--- config.mk ---
export PLATFORM = sky130hd
export DESIGN_NAME = casc_timer_pair
export DESIGN_NICKNAME = d
export VERILOG_FILES = /design/src/rtl/casc_timer_pkg.sv /design/src/rtl/casc_timer_ctrl.sv /design/src/rtl/casc_timer_dp.sv /design/src/rtl/casc_timer_pair.sv
export SDC_FILE = /design/constraint.sdc
export NUM_CORES = 1
export LEC_CHECK = 0
export ABC_CLOCK_PERIOD_IN_PS = 2900
export BUFFER_PORTS_ARGS = -buffer_cell sky130_fd_sc_hd__buf_2
export CAP_MARGIN = 20
export CORE_MARGIN = 2
export CORE_UTILIZATION = 50
export CTS_BUF_LIST = sky130_fd_sc_hd__clkbuf_8 sky130_fd_sc_hd__clkbuf_16
export CTS_CLUSTER_SIZE = 20
export DETAILED_ROUTE_END_ITERATION = 10
export PLACE_DENSITY = 0.72
export SLEW_MARGIN = 20
export SYNTH_ARGS = -nofsm -noshare
export SYNTH_HDL_FRONTEND = slang
export SYNTH_SLANG_ARGS = --single-unit
export TNS_END_PERCENT = 30
--- constraint.sdc ---
create_clock -name clk -period 2.9 [get_ports clk]
set_clock_uncertainty 0.2 [all_clocks]
set_input_delay 0.29 -clock clk [delete_from_list [all_inputs] [get_ports clk]]
set_output_delay 0.29 -clock clk [all_outputs]
set_load 0.05 [all_outputs]
--- src/rtl/casc_timer_pkg.sv ---
package casc_timer_pkg;

  typedef enum logic [3:0] {
    SEL_LO_CNT  = 4'd0,
    SEL_HI_CNT  = 4'd1,
    SEL_AUX_CNT = 4'd2,
    SEL_LO_CMP  = 4'd3,
    SEL_HI_CMPA = 4'd4,
    SEL_HI_REGB = 4'd5,
    SEL_AUX_A   = 4'd6,
    SEL_AUX_B   = 4'd7,
    SEL_AUX_C   = 4'd8
  } regSel_e;

  // strobes from control into datapath
  typedef struct packed {
    logic clrPair;
    logic loLoad;
    logic hiLoad;
    logic auxLoad;
    logic loCmpLoad;
    logic hiCmpLoad;
    logic hiBLoad;
    logic auxALoad;
    logic auxBLoad;
    logic auxCLoad;
    logic loStep;
    logic hiStep;
    logic auxStep;
    logic stepDown;
    logic auxCapture;
    logic hiBCapture;
    logic hiBIsCmp;
    logic auxIsCmp;
  } ctrlStrobe_t;

  // flags from datapath back to control
  typedef struct packed {
    logic loAtMax;
    logic loAtMin;
    logic auxCEdge;
  } dpStatus_t;

endpackage

--- src/rtl/casc_timer_ctrl.sv ---
module casc_timer_ctrl
  import casc_timer_pkg::*;
#(
  parameter int SEL_W = 4
) (
  input  logic             wrEn,
  input  logic [SEL_W-1:0] wrSel,
  input  logic             cntEn,
  input  logic             cntDown,
  input  logic             clrPair,
  input  logic             auxCapSel,
  input  logic             hiBCapSel,
  input  dpStatus_t        status,
  output ctrlStrobe_t      strobes
);

  logic wrLo, wrHi, wrAux, wrLoCmp, wrHiCmp, wrHiB, wrAuxA, wrAuxB, wrAuxC;
  logic wrapNow, carry, auxCEvent;

  always_comb begin
    wrLo    = wrEn && (wrSel == SEL_LO_CNT);
    wrHi    = wrEn && (wrSel == SEL_HI_CNT);
    wrAux   = wrEn && (wrSel == SEL_AUX_CNT);
    wrLoCmp = wrEn && (wrSel == SEL_LO_CMP);
    wrHiCmp = wrEn && (wrSel == SEL_HI_CMPA);
    wrHiB   = wrEn && (wrSel == SEL_HI_REGB);
    wrAuxA  = wrEn && (wrSel == SEL_AUX_A);
    wrAuxB  = wrEn && (wrSel == SEL_AUX_B);
    wrAuxC  = wrEn && (wrSel == SEL_AUX_C);
  end

  // wrap of the lower counter; a write to it or a clear kills the carry
  assign wrapNow   = cntEn && (cntDown ? status.loAtMin : status.loAtMax);
  assign carry     = wrapNow && !wrLo && !clrPair;
  assign auxCEvent = auxCapSel ? carry : status.auxCEdge;

  always_comb begin
    strobes            = '0;
    strobes.clrPair    = clrPair;
    strobes.loLoad     = wrLo && !clrPair;
    strobes.hiLoad     = wrHi && !clrPair;
    strobes.auxLoad    = wrAux;
    strobes.loCmpLoad  = wrLoCmp;
    strobes.hiCmpLoad  = wrHiCmp;
    strobes.hiBLoad    = wrHiB;
    strobes.auxALoad   = wrAuxA;
    strobes.auxBLoad   = wrAuxB;
    strobes.auxCLoad   = wrAuxC;
    strobes.loStep     = cntEn && !wrLo && !clrPair;
    strobes.hiStep     = carry;
    strobes.auxStep    = cntEn;
    strobes.stepDown   = cntDown;
    strobes.auxCapture = auxCapSel && carry;
    strobes.hiBCapture = hiBCapSel && auxCEvent;
    strobes.hiBIsCmp   = !hiBCapSel;
    strobes.auxIsCmp   = !auxCapSel;
  end

endmodule

--- src/rtl/casc_timer_dp.sv ---
module casc_timer_dp
  import casc_timer_pkg::*;
#(
  parameter int W = 16
) (
  input  logic         clk,
  input  logic         rstN,
  input  ctrlStrobe_t  strobes,
  input  logic [W-1:0] wrData,
  output logic [W-1:0] loCount,
  output logic [W-1:0] hiCount,
  output logic [W-1:0] auxCount,
  output logic [W-1:0] hiRegB,
  output logic [W-1:0] auxRegA,
  output logic [W-1:0] auxRegB,
  output logic [W-1:0] auxRegC,
  output logic         loMatch,
  output logic         hiMatchA,
  output logic         hiMatchB,
  output logic         auxMatchA,
  output logic         auxMatchB,
  output logic         auxMatchC,
  output dpStatus_t    status
);

  localparam int NCMP = 6;
  localparam logic [W-1:0] ONE = W'(1);
  localparam logic [W-1:0] RST_REG = '1;

  logic [W-1:0] loCmp, hiCmpA;

  function automatic logic [W-1:0] stepVal(input logic [W-1:0] v, input logic down);
    return down ? (v - ONE) : (v + ONE);
  endfunction

  // chained counters
  always_ff @(posedge clk) begin
    if (!rstN)                loCount <= '0;
    else if (strobes.clrPair) loCount <= '0;
    else if (strobes.loLoad)  loCount <= wrData;
    else if (strobes.loStep)  loCount <= stepVal(loCount, strobes.stepDown);
  end

  always_ff @(posedge clk) begin
    if (!rstN)                hiCount <= '0;
    else if (strobes.clrPair) hiCount <= '0;
    else if (strobes.hiLoad)  hiCount <= wrData;
    else if (strobes.hiStep)  hiCount <= stepVal(hiCount, strobes.stepDown);
  end

  always_ff @(posedge clk) begin
    if (!rstN)                auxCount <= '0;
    else if (strobes.auxLoad) auxCount <= wrData;
    else if (strobes.auxStep) auxCount <= auxCount + ONE;
  end

  // compare-only registers
  always_ff @(posedge clk) begin
    if (!rstN) begin
      loCmp  <= RST_REG;
      hiCmpA <= RST_REG;
    end else begin
      if (strobes.loCmpLoad) loCmp  <= wrData;
      if (strobes.hiCmpLoad) hiCmpA <= wrData;
    end
  end

  // dual-role registers: capture beats write
  always_ff @(posedge clk) begin
    if (!rstN)                   hiRegB <= RST_REG;
    else if (strobes.hiBCapture) hiRegB <= hiCount;
    else if (strobes.hiBLoad)    hiRegB <= wrData;
  end

  always_ff @(posedge clk) begin
    if (!rstN) begin
      auxRegA <= RST_REG;
      auxRegB <= RST_REG;
      auxRegC <= RST_REG;
    end else if (strobes.auxCapture) begin
      auxRegA <= auxCount;
      auxRegB <= auxCount;
      auxRegC <= auxCount;
    end else begin
      if (strobes.auxALoad) auxRegA <= wrData;
      if (strobes.auxBLoad) auxRegB <= wrData;
      if (strobes.auxCLoad) auxRegC <= wrData;
    end
  end

  // compare edge detectors
  logic [W-1:0]    cmpCnt [NCMP];
  logic [W-1:0]    cmpRef [NCMP];
  logic [NCMP-1:0] cmpOn, eqNow, eqPrev, edgeHit;

  assign cmpCnt[0] = loCount;  assign cmpRef[0] = loCmp;   assign cmpOn[0] = 1'b1;
  assign cmpCnt[1] = hiCount;  assign cmpRef[1] = hiCmpA;  assign cmpOn[1] = 1'b1;
  assign cmpCnt[2] = hiCount;  assign cmpRef[2] = hiRegB;  assign cmpOn[2] = strobes.hiBIsCmp;
  assign cmpCnt[3] = auxCount; assign cmpRef[3] = auxRegA; assign cmpOn[3] = strobes.auxIsCmp;
  assign cmpCnt[4] = auxCount; assign cmpRef[4] = auxRegB; assign cmpOn[4] = strobes.auxIsCmp;
  assign cmpCnt[5] = auxCount; assign cmpRef[5] = auxRegC; assign cmpOn[5] = strobes.auxIsCmp;

  for (genvar i = 0; i < NCMP; i++) begin : g_cmp
    assign eqNow[i]   = (cmpCnt[i] == cmpRef[i]);
    assign edgeHit[i] = eqNow[i] && !eqPrev[i];
  end

  always_ff @(posedge clk) begin
    if (!rstN) eqPrev <= '0;
    else       eqPrev <= eqNow;
  end

  assign loMatch   = edgeHit[0] && cmpOn[0];
  assign hiMatchA  = edgeHit[1] && cmpOn[1];
  assign hiMatchB  = edgeHit[2] && cmpOn[2];
  assign auxMatchA = edgeHit[3] && cmpOn[3];
  assign auxMatchB = edgeHit[4] && cmpOn[4];
  assign auxMatchC = edgeHit[5] && cmpOn[5];

  assign status.loAtMax  = &loCount;
  assign status.loAtMin  = ~|loCount;
  assign status.auxCEdge = edgeHit[5];

endmodule

--- src/rtl/casc_timer_pair.sv ---
module casc_timer_pair
  import casc_timer_pkg::*;
#(
  parameter int W     = 16,
  parameter int SEL_W = 4
) (
  input  logic             clk,
  input  logic             rstN,
  input  logic             wrEn,
  input  logic [SEL_W-1:0] wrSel,
  input  logic [W-1:0]     wrData,
  input  logic             cntEn,
  input  logic             cntDown,
  input  logic             clrPair,
  input  logic             auxCapSel,
  input  logic             hiBCapSel,
  output logic [W-1:0]     loCount,
  output logic [W-1:0]     hiCount,
  output logic [W-1:0]     auxCount,
  output logic [W-1:0]     hiRegB,
  output logic [W-1:0]     auxRegA,
  output logic [W-1:0]     auxRegB,
  output logic [W-1:0]     auxRegC,
  output logic             carryOut,
  output logic             loMatch,
  output logic             hiMatchA,
  output logic             hiMatchB,
  output logic             auxMatchA,
  output logic             auxMatchB,
  output logic             auxMatchC
);

  ctrlStrobe_t strobes;
  dpStatus_t   status;

  casc_timer_ctrl #(.SEL_W(SEL_W)) u_ctrl (
    .wrEn(wrEn), .wrSel(wrSel), .cntEn(cntEn), .cntDown(cntDown),
    .clrPair(clrPair), .auxCapSel(auxCapSel), .hiBCapSel(hiBCapSel),
    .status(status), .strobes(strobes)
  );

  casc_timer_dp #(.W(W)) u_dp (
    .clk(clk), .rstN(rstN), .strobes(strobes), .wrData(wrData),
    .loCount(loCount), .hiCount(hiCount), .auxCount(auxCount),
    .hiRegB(hiRegB), .auxRegA(auxRegA), .auxRegB(auxRegB), .auxRegC(auxRegC),
    .loMatch(loMatch), .hiMatchA(hiMatchA), .hiMatchB(hiMatchB),
    .auxMatchA(auxMatchA), .auxMatchB(auxMatchB), .auxMatchC(auxMatchC),
    .status(status)
  );

  assign carryOut = strobes.hiStep;

endmodule

==> results of run 1 <==
area by class of cell:
cell class / count / area (um2)
Fill cell: 1528 / 6670
Multi-Input combinational cell: 777 / 5400
Sequential cell: 150 / 3000
Timing Repair Buffer: 201 / 1210
Clock buffer: 17 / 425
Tap cell: 225 / 282
Clock inverter: 15 / 159
Inverter: 5 / 18.8
Antenna cell: 3 / 7.51
registers in the layout, summed over array words and instances, names as in the netlist:
name / count
u_dp.loCmp: 16
u_dp.auxRegC: 16
u_dp.hiCount: 16
u_dp.eqPrev: 6
u_dp.loCount: 16
u_dp.auxRegA: 16
u_dp.hiRegB: 16
u_dp.auxRegB: 16
u_dp.auxCount: 16
u_dp.hiCmpA: 16
Yosys cell counts, types with 22 or more instances:
cell type,count
a211oi_1,26
a21oi_1,37
clkbuf_1,48
dfxtp_1,150
ha_1,29
mux2_2,29
mux2i_1,76
nand2_1,163
nand3_1,45
nor2_1,48
nor4_1,29
o21ai_0,25
xnor2_1,22
xor2_1,111
worst max-delay path by stage:
stage                 startpoint          endpoint  slack [ns]  cells past startpoint
3_3_place_gp             cntDown  u_dp.hiCount[13]        0.13                     10
2_1_floorplan  u_dp.auxCount[12]         auxMatchB       -0.11                      5
5_1_grt         u_dp.auxCount[8]         auxMatchC       0.009                      5
3_5_place_dp             cntDown  u_dp.hiCount[13]        0.07                     10
4_1_cts        u_dp.auxCount[11]         auxMatchC        0.06                      5
6_report        u_dp.auxCount[3]         auxMatchA        0.02                      5
repair_timing:
item | CTS | global route
hold buffers | 1 | 0
hold endpoints to repair | 8 | 0
gates resized for setup | 0 | 3
setup endpoints to repair | 0 | 3
power by group through the flow:
stage	Sequential, W	Clock, W	Combinational, W
6_report	0.00218	0.00224	0.000818
5_1_grt	0.00219	0.00233	0.000870
4_1_cts	0.00218	0.00226	0.000808
3_5_place_dp	0.00223	0	0.000801
3_3_place_gp	0.00222	0	0.000792
2_1_floorplan	0.00237	0	0.000401
cells by family after synthesis:
group,after synthesis,share of synthesized area
AOI/OAI and AO/OA,151,0.117
xor gates and xnor gates,133,0.134
adders and majority gates,31,0.0463
buffers and inverters,69,0.0375
DFF,150,0.345
muxes,109,0.132
and+or+nand+nor,353,0.188
critical path, cell delays in order (launching register included):
cell     delay (ns)
dfxtp_1        0.47
xor2_1         0.21
nor4_1         0.54
nand4_1        0.19
nor3_1         0.23
buf_2          0.31
metal layers:
| layer | GRT usage | routed length [um] | vias up |
|---|---|---|---|
| met5 | 0 | 0 | - |
| met4 | 0.112 | 869 | 0 |
| met3 | 0.0671 | 2240 | 59 |
| met2 | 0.473 | 12600 | 347 |
| met1 | 0.392 | 11800 | 3838 |
| li1 | - | - | 3834 |
through the flow:
step | utilization | hold slack (ns) | worst slack [ns] | std cells | TNS, ns
2_1_floorplan | - | 0.214 | -0.110 | 996 | -0.242
3_3_place_gp | 0.576 | 0.270 | 0.130 | 1357 | 0
3_5_place_dp | 0.576 | 0.274 | 0.0683 | 1357 | 0
4_1_cts | 0.610 | 0.0149 | 0.0600 | 1390 | 0
5_1_grt | 0.612 | 0.0399 | 0.00948 | 1392 | 0
6_report | 0.612 | 0.0270 | 0.0248 | 1393 | 0
==> results.cfg, run 1 <==
[power]
peakVddDrop_mv = 0.455
pwr-share-clk = 0.427
intPower_w = 0.00362
finalPower_w = 0.00524
swShare = 0.309
seqPwrFrac = 0.417
pwr-share-comb = 0.156
p_sw_w = 0.00162
p_per_area_nw_per_um2 = 498
p_leak_nw = 4.51

[min_path]
min_path_type = in -> reg
whs_path_depth = 3
worstHoldStart = wrData[0]
min_to = u_dp.loCount[0]

[setup_path]
cp.arrival_ns = 2.39
r2r_setup_slack_ns = 0.19
worstPathRequired_ns = 2.41
r2r_end = u_dp.auxRegB[6]
worst-path-max-fanout = 4
start_kind = flip-flop
worst-setup-path-type = reg -> out
reg2reg_from = u_dp.loCount[8]
worst_setup_path_end_kind = primary output
reg2reg_depth = 8

[placement]
place.gp.congestion = 0.922
port_buffers = 146
placed_area_um2 = 9890
dp_hpwl_um = 19300

[timing]
finalCriticalPeriod_ns = 2.88
fmax_ghz = 0.348
min_period_over_period = 0.991
final_hold_viol_count = 0
tightest_slew_ns = 0.756
max_slew_margin = 0.495
rsz0062_at_grt = false
finalSetupViolCount = 0
slew_viol_final = 0

[global_routing]
grt_max_degree = 91
grt_antenna_before_repair = 3
grt_use_total = 0.296
grt_pass1_vias = 7411
grt_pass1_wl_um = 41900
gr-total-overflow = 0

[yosys]
netlist_top_cells_area = dfxtp_1, xor2_1, mux2i_1, nand2_1, ha_1
syn-num-nets = 1055
synthCells = 996
yosysTopAreaCell = dfxtp_1
synthesis.area_um2 = 8700
synth_edf_count = 0
ys_seq_elements = 150
ys_seq_area_frac = 0.345
async_flop_share = 0
synth_top_area_frac = 0.345
synth-warning-count = 0
syn_area_per_cell_um2 = 8.74
synth_cell_types = 60
yosys_most_used_dff = dfxtp_1

[die]
placementRows = 48
die_y_um = 136
io_pins = 147
dieArea_um2 = 18500
initial_utilization = 0.507
dieWidth_um = 136
core_area_um2 = 17200

[cts]
cts_tree = built
cts_setup_buffers = 0
path_clk_slew_ns = 0.07
h-tree-depth = 4
ctsRootBufferMaster = clkbuf_16
clock_sinks = 150
clock_latency_ns = 0.44
cts.path.max_buffers = 2
cts_buffers = 17

[route]
drcViolationCount = 0
dr_total_vias = 8078
vias_per_cell = 5.80
drt-total-wl_um = 27500
wl_per_cell_um = 19.8
first_pass_iters = 5
drt_iter0_markers = 713
drtAntennaViolNets = 0

[cells_and_area]
fin_nets = 1211
post-route-cell-area_um2 = 10500
area_delta_synth_final_pct = 20.7
drive_above_1_share = 0.239
layout_common_cells = nand2_1, dfxtp_1, buf_2
layout_commonest_cell = nand2_1

[outcome]
outcome = completed

[job]
cap_violations = 0
(Power assumes the default switching activity.)
==> run 2, diff against run 1 <==
Settings changed: RECOVER_POWER from default to 100.
==> results.cfg, run 2 (synthesized netlist as in run 1, its figures left out) <==
[placement]
port_buffers = 146
dp_slack_ns = 0.0683
place.gp.congestion = 0.922
dp_hpwl_um = 19300
placed_area_um2 = 9890

[route]
wl_per_cell_um = 19.7
drtAntennaViolNets = 0
first_pass_iters = 5
dr_total_vias = 8045
drt_iter0_markers = 745
vias_per_cell = 5.78
drcViolationCount = 0
drt-total-wl_um = 27400

[global_routing]
grt_pass1_vias = 7411
grt_antenna_before_repair = 3
gr-total-overflow = 0
grt_pass1_wl_um = 41900
grt_use_total = 0.296
grt_max_degree = 91

[timing]
fmax_ghz = 0.350
max_slew_margin = 0.233
finalSetupViolCount = 0
min_period_over_period = 0.984
rsz0062_at_grt = false
fin_ws_ns = 0.0459
tightest_slew_ns = 1.15
slew_viol_final = 0
final_hold_viol_count = 0
finalCriticalPeriod_ns = 2.85

[die]
dieArea_um2 = 18500
placementRows = 48
die_y_um = 136
dieWidth_um = 136
core_area_um2 = 17200
initial_utilization = 0.507
io_pins = 147

[power]
seqPwrFrac = 0.418
intPower_w = 0.00359
p_per_area_nw_per_um2 = 505
p_sw_w = 0.00162
p_leak_nw = 4.19
pwr-share-comb = 0.152
swShare = 0.311
pwr-share-clk = 0.429
peakVddDrop_mv = 0.456

[cells_and_area]
fin_nets = 1211
area_delta_synth_final_pct = 18.6
drive_above_1_share = 0.124
post-route-cell-area_um2 = 10300
layout_common_cells = nand2_1, dfxtp_1, clkbuf_1
multi_input_area_um2 = 5380
regArea_um2 = 3000
num-fill-cells = 1599
layout_commonest_cell = nand2_1

[setup_path]
worst-path-max-fanout = 7
worst-setup-path-type = reg -> out
worstPathRequired_ns = 2.41
crit_end = auxMatchC
reg2reg_from = u_dp.loCount[8]
worst_setup_path_end_kind = primary output
start_kind = flip-flop
cp.arrival_ns = 2.36
r2r_setup_slack_ns = 0.17
crit_path_start = u_dp.auxCount[2]
r2r_end = u_dp.auxRegB[6]
reg2reg_depth = 8

[cts]
cts_setup_buffers = 0
clock_sinks = 150
ctsRootBufferMaster = clkbuf_16
cts_buffers = 17
cts_tree = built
clock_latency_ns = 0.44
h-tree-depth = 4
cts.path.max_buffers = 2
path_clk_slew_ns = 0.07

[min_path]
min_path_type = in -> reg

[job]
cap_violations = 0

[outcome]
outcome = completed
-- run 2: cell types whose count changed in the layout (fill, tap and decap cells not counted), sizes merged --
cell    delta
clkbuf   +124
buf      -124
-- run 2: worst max-delay path: stages (launching register included) --
cell,delay [ns]
dfxtp_1,0.50
xor2_1,0.12
nor4_1,0.41
nand4_1,0.28
nor3_4,0.29
buf_2,0.32
-- run 2: area by class of cell --
type	instances	area share
multi-input combinational	777	0.521
sequential	150	0.291
timing repair buffer	201	0.102
clock buffer	17	0.0412
tap	225	0.0273
clock inverter	15	0.0154
inverter	5	0.00182
antenna	3	0.000727
-- run 2: routing by layer --
metal  wire, um  global-route usage
met1      11900               0.392
met5          0                   0
met3       2100              0.0671
met4        899               0.112
met2      12500               0.473
-- run 2: timing repair --
action	4_1_cts	5_1_grt
hold buffers	1	0
hold endpoints to repair	8	0
endpoints found under the setup margin	0	3
resized for setup	0	3
-- run 2: worst min-delay path by stage --
| stage | endpoint | slack, ns | start | cells past startpoint |
|---|---|---|---|---|
| after floorplan | u_dp.hiCmpA[0] | 0.21 | wrData[0] | 2 |
| after global placement | u_dp.loCmp[3] | 0.27 | u_dp.loCmp[3] | 2 |
| after detailed placement | u_dp.loCmp[13] | 0.27 | u_dp.loCmp[13] | 2 |
| after CTS | u_dp.loCount[0] | 0.01 | wrData[0] | 3 |
| after global routing | u_dp.loCount[0] | 0.04 | wrData[0] | 3 |
| final | u_dp.loCount[0] | 0.02 | wrData[0] | 3 |
-- run 2: through the flow --
step           hold WS [ns]  setup TNS [ns]  std cells  power [W]  utilization
2_1_floorplan         0.214          -0.242        996    0.00277            -
3_5_place_dp          0.274               0       1357    0.00303        0.576
6_report             0.0233               0       1393    0.00522        0.601
3_3_place_gp          0.270               0       1357    0.00302        0.576
5_1_grt              0.0392               0       1392    0.00537        0.601
4_1_cts              0.0149               0       1390    0.00524        0.610
-- run 2: power by group through the flow --
stage / clock [W] / sequential [W] / combinational, W
after floorplan: 0 / 0.00237 / 0.000401
after global placement: 0 / 0.00222 / 0.000792
after detailed placement: 0 / 0.00223 / 0.000801
after CTS: 0.00226 / 0.00218 / 0.000808
after global routing: 0.00233 / 0.00219 / 0.000849
final: 0.00224 / 0.00218 / 0.000795
==> run 3, diff against run 2 <==
Settings changed: SETUP_SLACK_MARGIN from default to 0.4.
==> results.cfg, run 3 (synthesized netlist as in run 1, its figures left out) <==
[outcome]
outcome = completed

[route]
first_pass_iters = 6
drtAntennaViolNets = 0
wl_per_cell_um = 20.0
drcViolationCount = 0
drt-total-wl_um = 27700
drt_iter0_markers = 524
dr_total_vias = 8097
vias_per_cell = 5.85

[timing]
finalSetupViolCount = 0
finalCriticalPeriod_ns = 2.67
tightest_slew_ns = 1.28
max_slew_margin = 0.148
final.setup.tns_ns = 0
slew_viol_final = 0
min_period_over_period = 0.922
fmax_ghz = 0.374
rsz0062_at_grt = true
final_hold_viol_count = 0

[cts]
cts_tree = built
ctsRootBufferMaster = clkbuf_16
h-tree-depth = 4
path_clk_slew_ns = 0.06
clock_sinks = 150
cts.path.max_buffers = 2
clock_latency_ns = 0.43
cts_buffers = 17

[cells_and_area]
antenna_cells = 0
area_delta_synth_final_pct = 22.1
drive_above_1_share = 0.179
layout_common_cells = nand2_1, clkbuf_1, xor2_1
fin_util = 0.619
fin_nets = 1206
post-route-cell-area_um2 = 10600
num-fill-cells = 1552
layout_commonest_cell = nand2_1

[job]
cap_violations = 0

[setup_path]
worstPathRequired_ns = 2.41
worst-setup-path-type = reg -> out
start_kind = flip-flop
critPathBufInv = 2
cp_slowest_cell = dfxtp_1
max_stage_delay_ns = 0.51
reg2reg_depth = 8
critical_path.top_delay_family = simple AND/OR/NAND/NOR gates
worst-path-max-fanout = 8
path_cells = nand4_1 -> nor4_2 -> mux2i_1 -> nor2b_2 -> clkbuf_2 -> buf_6
r2r_setup_slack_ns = 0.23
worst_setup_path_end_kind = primary output
cp.arrival_ns = 2.18
r2r_end = u_dp.auxRegC[0]
reg2reg_from = u_dp.loCount[1]

[global_routing]
grt_pass1_wl_um = 41000
grt_antenna_before_repair = 3
grt_pass1_vias = 7416
gr-total-overflow = 0
grt_max_degree = 80
grt_use_total = 0.291

[power]
p_leak_nw = 4.25
peakVddDrop_mv = 0.463
p_per_area_nw_per_um2 = 500

[placement]
placed_area_um2 = 9800
place.gp.congestion = 0.882
dp_hpwl_um = 18800
port_buffers = 146

[die]
dieWidth_um = 136
initial_utilization = 0.507
dieArea_um2 = 18500
placementRows = 48
core_area_um2 = 17200
io_pins = 147
die_y_um = 136

[min_path]
min_path_type = in -> reg
worstHoldStart = wrData[2]
min_to = u_dp.hiCount[2]
whs_path_depth = 3
-- run 3: per-layer routing --
layer,track usage,vias to the layer above,part of all wire
met5,0,-,0.00069
met4,0.120,4,0.032
met3,0.0783,70,0.074
met2,0.453,301,0.46
met1,0.383,3888,0.43
li1,-,3834,-
-- run 3: layout make-up --
class | instances | area (um2) | area share
multi-input cells | 777 | 5520 | 0.519
flip-flops and latches | 150 | 3140 | 0.296
repair buffers | 196 | 1050 | 0.0989
clock buffers | 20 | 467 | 0.0439
well taps | 225 | 282 | 0.0265
clock inverters | 12 | 151 | 0.0142
inverters | 5 | 18.8 | 0.00177
-- run 3: worst register-to-register path, stage by stage, from the launching register on --
cell and delay, ns:
dfxtp_1 0.51, nand4_1 0.15, nor4_2 0.27, mux2i_1 0.19
and3b_1 0.36, buf_12 0.19, mux2_1 0.38, mux2i_1 0.20
nand2_1 0.09
-- run 3: how the worst max path moves through the flow --
stage | start | to | slack [ns] | depth (start not counted)
after global placement | cntDown | u_dp.hiCount[13] | 0.1 | 9
after global routing | u_dp.loCount[1] | u_dp.auxRegC[0] | 0.11 | 8
after detailed placement | cntDown | u_dp.hiCount[13] | 0.04 | 9
after CTS | u_dp.hiCount[13] | hiMatchB | 0.31 | 5
final | u_dp.loCount[1] | carryOut | 0.23 | 6
after floorplan | u_dp.auxCount[15] | u_dp.hiRegB[12] | 0.30 | 9
-- run 3: power breakdown --
part / leakage (nW) / switching, W / internal [W]
sequential: 1.24 / 0.0000847 / 0.00210
combinational: 2.69 / 0.000533 / 0.000264
clock: 0.313 / 0.000913 / 0.00142
total: 4.25 / 0.00153 / 0.00379
-- run 3: metrics by stage --
step | hold WS [ns] | worst slack (ns) | std cells | total power [W]
CTS | 0.0103 | 0.312 | 1371 | 0.00530
floorplan | 0.214 | 0.298 | 996 | 0.00277
detailed placement | 0.273 | 0.0429 | 1330 | 0.00300
global placement | 0.267 | 0.0994 | 1330 | 0.00299
global route | 0.0311 | 0.113 | 1385 | 0.00548
finish | 0.0245 | 0.227 | 1385 | 0.00532
-- run 3: repair_timing --
item / CTS / global route
hold buffers: 1 / 0
endpoints found under the setup margin: 73 / 81
pin swaps: 5 / 16
buffers inserted: 7 / 14
gates cloned: 1 / 0
gates resized for setup: 28 / 39
endpoints found under the hold margin: 1 / 0
